<file path="config.mk">
export PLATFORM = sky130hd
export DESIGN_NAME = piso_shift_reg
export DESIGN_NICKNAME = d
export VERILOG_FILES = /design/src/rtl/piso_pkg.sv /design/src/rtl/piso_pin_sync.sv /design/src/rtl/piso_clk_edge.sv /design/src/rtl/piso_stages.sv /design/src/rtl/piso_shift_reg.sv
export SDC_FILE = /design/constraint.sdc
export NUM_CORES = 1
export LEC_CHECK = 0
export BUFFER_PORTS_ARGS = -buffer_cell sky130_fd_sc_hd__buf_2
export CAP_MARGIN = 5
export CORE_AREA = 2 2 39 41
export CTS_CLUSTER_SIZE = 40
export DETAILED_ROUTE_END_ITERATION = 6
export DIE_AREA = 0 0 41 43
export GPL_ROUTABILITY_DRIVEN = 0
export GPL_TIMING_DRIVEN = 0
export MAX_ROUTING_LAYER = met4
export PLACE_DENSITY = 0.66
export SLEW_MARGIN = 20
export SYNTH_ARGS = -nofsm -noshare
export SYNTH_HDL_FRONTEND = slang
export SYNTH_SLANG_ARGS = --single-unit
</file>
<file path="constraint.sdc">
create_clock -name sys_clk -period 1.23 [get_ports sys_clk]
set_clock_uncertainty 0.1 [all_clocks]
set_input_delay 0.123 -clock sys_clk [delete_from_list [all_inputs] [get_ports sys_clk]]
set_output_delay 0.123 -clock sys_clk [all_outputs]
set_load 0.02 [all_outputs]
</file>
<file path="src/rtl/piso_pkg.sv">
package piso_pkg;
  // Synchronized control pins, one bundle.
  typedef struct packed {
    logic load_n;
    logic ck_a;
    logic ck_b;
    logic ser;
  } pin_bundle_t;

  localparam int unsigned PIN_W = $bits(pin_bundle_t);

  // Reset value: load inactive, clocks low, serial low.
  localparam pin_bundle_t PIN_IDLE = '{load_n: 1'b1, ck_a: 1'b0, ck_b: 1'b0, ser: 1'b0};
endpackage

</file>
<file path="src/rtl/piso_pin_sync.sv">
module piso_pin_sync #(
  parameter int unsigned WIDTH = 4,
  parameter int unsigned DEPTH = 2,
  parameter logic [WIDTH-1:0] RST_VAL = '0
) (
  input  logic             clk,
  input  logic             rst_n,
  input  logic [WIDTH-1:0] d_async,
  output logic [WIDTH-1:0] q_sync
);
  logic [WIDTH-1:0] chain [DEPTH];

  generate
    for (genvar g = 0; g < DEPTH; g++) begin : g_stage
      if (g == 0) begin : g_first
        always_ff @(posedge clk) begin
          if (!rst_n) chain[g] <= RST_VAL;
          else        chain[g] <= d_async;
        end
      end else begin : g_next
        always_ff @(posedge clk) begin
          if (!rst_n) chain[g] <= RST_VAL;
          else        chain[g] <= chain[g-1];
        end
      end
    end
  endgenerate

  assign q_sync = chain[DEPTH-1];
endmodule

</file>
<file path="src/rtl/piso_clk_edge.sv">
module piso_clk_edge (
  input  logic clk,
  input  logic rst_n,
  input  logic ck_a_s,
  input  logic ck_b_s,
  input  logic load_n_s,
  output logic shift_en
);
  logic eff_now;
  logic eff_prev;

  assign eff_now  = ck_a_s | ck_b_s;
  assign shift_en = load_n_s & eff_now & ~eff_prev;

  always_ff @(posedge clk) begin
    if (!rst_n) eff_prev <= 1'b0;
    else        eff_prev <= eff_now;
  end


  inhibit_a_chk: assert property (@(posedge clk) disable iff (!rst_n)
    ($past(ck_a_s) && ck_a_s) |-> !shift_en);

  inhibit_b_chk: assert property (@(posedge clk) disable iff (!rst_n)
    ($past(ck_b_s) && ck_b_s) |-> !shift_en);
endmodule

</file>
<file path="src/rtl/piso_stages.sv">
module piso_stages #(
  parameter int unsigned STAGES = 8
) (
  input  logic              clk,
  input  logic              rst_n,
  input  logic              load_n_s,
  input  logic              shift_en,
  input  logic              ser_s,
  input  logic [STAGES-1:0] par_in,
  output logic [STAGES-1:0] stage_q
);
  localparam int unsigned LAST = STAGES - 1;

  always_ff @(posedge clk) begin
    if (!rst_n)         stage_q <= '0;
    else if (!load_n_s) stage_q <= par_in;
    else if (shift_en)  stage_q <= {stage_q[LAST-1:0], ser_s};
  end


  reset_clear_chk: assert property (@(posedge clk)
    !rst_n |=> (stage_q == '0));

  load_copy_chk: assert property (@(posedge clk) disable iff (!rst_n)
    !load_n_s |=> (stage_q == $past(par_in)));

  shift_move_chk: assert property (@(posedge clk) disable iff (!rst_n)
    (load_n_s && shift_en) |=> (stage_q == {$past(stage_q[LAST-1:0]), $past(ser_s)}));

  hold_chk: assert property (@(posedge clk) disable iff (!rst_n)
    (load_n_s && !shift_en) |=> $stable(stage_q));
endmodule

</file>
<file path="src/rtl/piso_shift_reg.sv">
module piso_shift_reg #(
  parameter int unsigned STAGES     = 8,
  parameter int unsigned SYNC_DEPTH = 2
) (
  input  logic              sys_clk,
  input  logic              rst_n,
  input  logic              load_n_pin,
  input  logic              clk_a_pin,
  input  logic              clk_b_pin,
  input  logic              ser_in_pin,
  input  logic [STAGES-1:0] par_in,
  output logic              q_last,
  output logic              q_last_n
);
  import piso_pkg::*;

  pin_bundle_t       pins_raw;
  pin_bundle_t       pins_s;
  logic [PIN_W-1:0]  pins_s_bits;
  logic              shift_en;
  logic [STAGES-1:0] stage_q;

  assign pins_raw = '{load_n: load_n_pin, ck_a: clk_a_pin, ck_b: clk_b_pin, ser: ser_in_pin};

  piso_pin_sync #(
    .WIDTH  (PIN_W),
    .DEPTH  (SYNC_DEPTH),
    .RST_VAL(PIN_IDLE)
  ) u_sync (
    .clk    (sys_clk),
    .rst_n  (rst_n),
    .d_async(pins_raw),
    .q_sync (pins_s_bits)
  );

  assign pins_s = pin_bundle_t'(pins_s_bits);

  piso_clk_edge u_edge (
    .clk     (sys_clk),
    .rst_n   (rst_n),
    .ck_a_s  (pins_s.ck_a),
    .ck_b_s  (pins_s.ck_b),
    .load_n_s(pins_s.load_n),
    .shift_en(shift_en)
  );

  piso_stages #(
    .STAGES(STAGES)
  ) u_stages (
    .clk     (sys_clk),
    .rst_n   (rst_n),
    .load_n_s(pins_s.load_n),
    .shift_en(shift_en),
    .ser_s   (pins_s.ser),
    .par_in  (par_in),
    .stage_q (stage_q)
  );

  assign q_last   = stage_q[STAGES-1];
  assign q_last_n = ~stage_q[STAGES-1];


  load_blocks_shift_chk: assert property (@(posedge sys_clk) disable iff (!rst_n)
    !pins_s.load_n |=> (stage_q == $past(par_in)));
endmodule

</file>
==> impl_metrics.ini <==
[run_status]
status = finished clean

[clock_network]
clk_path_buf_depth = 2
clock_sinks = 17
cts-root-buf = clkbuf_4
htree_levels = 1
clk_pin_slew_worst_paths_ns = 0.09
cts_tree = built
clk_latency_ns = 0.29
cts_buffers = 3

[sta]
fin_crit_ns = 1.11
setup-tns-final_ns = 0
finalMaxSlewViolations = 0
finalSetupViolCount = 0
rsz0062_at_grt = no
finalHoldViolCount = 0
slew_headroom_pct = 77.3
tightest_slew_ns = 0.340
max_freq_ghz = 0.903
post-route-period-util_pct = 90.1

[worst_setup_path]
path_max_fanout = 10
cp_top_family = buffers and inverters
ff2ff_setup_slack_ns = 0.13
cp_slowest_cell = dlygate4sd3_1
path_cells = dlygate4sd3_1, buf_2, buf_4, o21ai_0, a31oi_1
worstSetupEndpointType = flop
critPathBufInv = 3
worstPathRequired_ns = 1.35
start_kind = input pin
arrival_ns = 1.23
critical_path_class = input pin to flop
max_stage_delay_ns = 0.52

[global_routing]
grt_antenna_before_repair = 0
grt_max_degree = 11
grt_first_pass_wirelength_um = 1700
grt_overflow_total = 0
first_global_vias = 422
track_usage_pct = 15.1

[cells_and_area]
final_common_cell = dfxtp_1
area_delta_synth_final_pct = 29.2
fillCellCount = 135
n_antenna_cell = 0
multi_input_area_um2 = 230
layout.nets = 103
layout.cells.non_filler = 104
area.sequential_um2 = 340
layout_common_cells = 17 x dfxtp_1, 16 x buf_2, 16 x nand2_1
drive_gt1_share_pct = 26.1

[synth]
yosys.area_share.adder_pct = 0
synthesis.nets = 78
synthCells = 64
ys_ff_latch = 17
syn_area_per_cell_um2 = 9.31
synthMuxAreaShare_pct = 0
yosysWarnings = 0
synth_cell_types = 13
synth_xor_area_share_pct = 0
synth_top_family_by_area = compound AO/OA/AOI/OAI gates
syn_area_um2 = 596
synth_simple_gate_area_share_pct = 18.7
ys_seq_area_share_pct = 57.1
synth_compound_area_share_pct = 20.0

[placed_design]
dp.cells = 95
io_buffers = 15
dp_hpwl_um = 749

[route]
routed_via_density = 4.76
drc_errors = 0
dr.first_iter.drc_count = 1
antenna_left = 0
routed_wl_um = 1070
vias = 495
dr.pass1.iters = 2
wl_per_cell_um = 10.3

[power]
leakagePower_nw = 0.310
vdd_drop_max_mv = 0.640
cellPowerDensity_nw_per_um2 = 1290

[floorplan]
dieHeight_um = 43
pin_count = 16
die-area_um2 = 1760
die_w_um = 41
initial_core_util_pct = 43.0
rows = 14
core_um2 = 1380

[flow_run]
maxCapViolations = 0

[min_path]
hold_path_class = input pin to flop
[power breakdown]
| group | internal, mW | switching [mW] | total, mW |
|---|---|---|---|
| logic | 0.0585 | 0.0475 | 0.106 |
| clock network | 0.126 | 0.167 | 0.293 |
| registers | 0.580 | 0.0141 | 0.594 |
[per-stage QoR]
stage          setup WS [ns]  power, mW  instance area (µm²)  hold slack, ns  util (%)
2_1_floorplan          0.251      0.662                  596          0.0960         -
3_3_place_gp           0.148      0.697                  691           0.206      49.9
3_5_place_dp           0.143      0.701                  691           0.209      49.9
4_1_cts               0.0549       1.00                  767          0.0216      55.4
5_1_grt              0.00930       1.04                  769          0.0254      55.6
6_report               0.122      0.993                  769          0.0253      55.6
[sequential cells by signal, summed over array words and instances, names as in the netlist]
| register | cells |
|---|---|
| u_sync.chain | 8 |
| u_stages.stage_q | 8 |
| u_edge.eff_prev | 1 |
[worst min-delay path: stages]
cell     delay (ns)
buf_2          0.07
o21ai_0        0.06
a31oi_1        0.12
[kinds of logic (layout without fill, tap and decap cells)]
family	after synthesis	count (layout)
simple gates	24	24
compound gates	19	19
flops	17	17
buf+inv	4	28
[what timing repair did]
| item | 4_1_cts | 5_1_grt |
|---|---|---|
| hold buffers | 5 | 0 |
| gates resized for setup | 0 | 2 |
| endpoints found under the setup margin | 0 | 2 |
| hold endpoints to repair | 5 | 0 |
| buffers inserted | 0 | 0 |
[path summary, 6_finish.rpt]
path / endpoint / startpoint / cells past startpoint
max: u_stages.stage_q[2]$_SDFFE_PN0P_ / rst_n / 5
min: u_stages.stage_q[4]$_SDFFE_PN0P_ / par_in[4] / 3
max reg2reg: u_stages.stage_q[0]$_SDFFE_PN0P_ / u_sync.chain[1][1]$_SDFF_PN0_ / 3
min reg2reg: u_sync.chain[1][3]$_SDFF_PN1_ / u_sync.chain[0][3]$_SDFF_PN1_ / 1
[cells in the mapped netlist]
cell / n / share of area (%)
dfxtp_1: 17 / 57
nand2_1: 16 / 10
a31oi_1: 8 / 8.4
o21ai_0: 8 / 6.7
and2_1: 6 / 6.3
buf_2: 2 / 1.7
buf_6: 1 / 1.9
inv_1: 1 / 0.63
nand2b_1: 1 / 1.1
o21a_1: 1 / 1.3
o21ba_2: 1 / 1.7
o21bai_2: 1 / 1.9
or2b_1: 1 / 1.3
[layer usage]
metal,vias to the layer above,track usage (%),wire length [µm]
li1,264,-,-
met1,214,17.5,518
met2,13,20.6,460
met3,4,4.71,62
met4,0,12.0,30
met5,-,-,0
[layout make-up]
class | instances | share of cell area (%)
Timing Repair Buffer | 20 | 16.3
Sequential cell | 17 | 44.2
Inverter | 1 | 0.488
Buffer | 3 | 3.09
Clock buffer | 4 | 3.41
Tap cell | 16 | 2.60
Multi-Input combinational cell | 43 | 29.9
(Power assumes the default switching activity.)
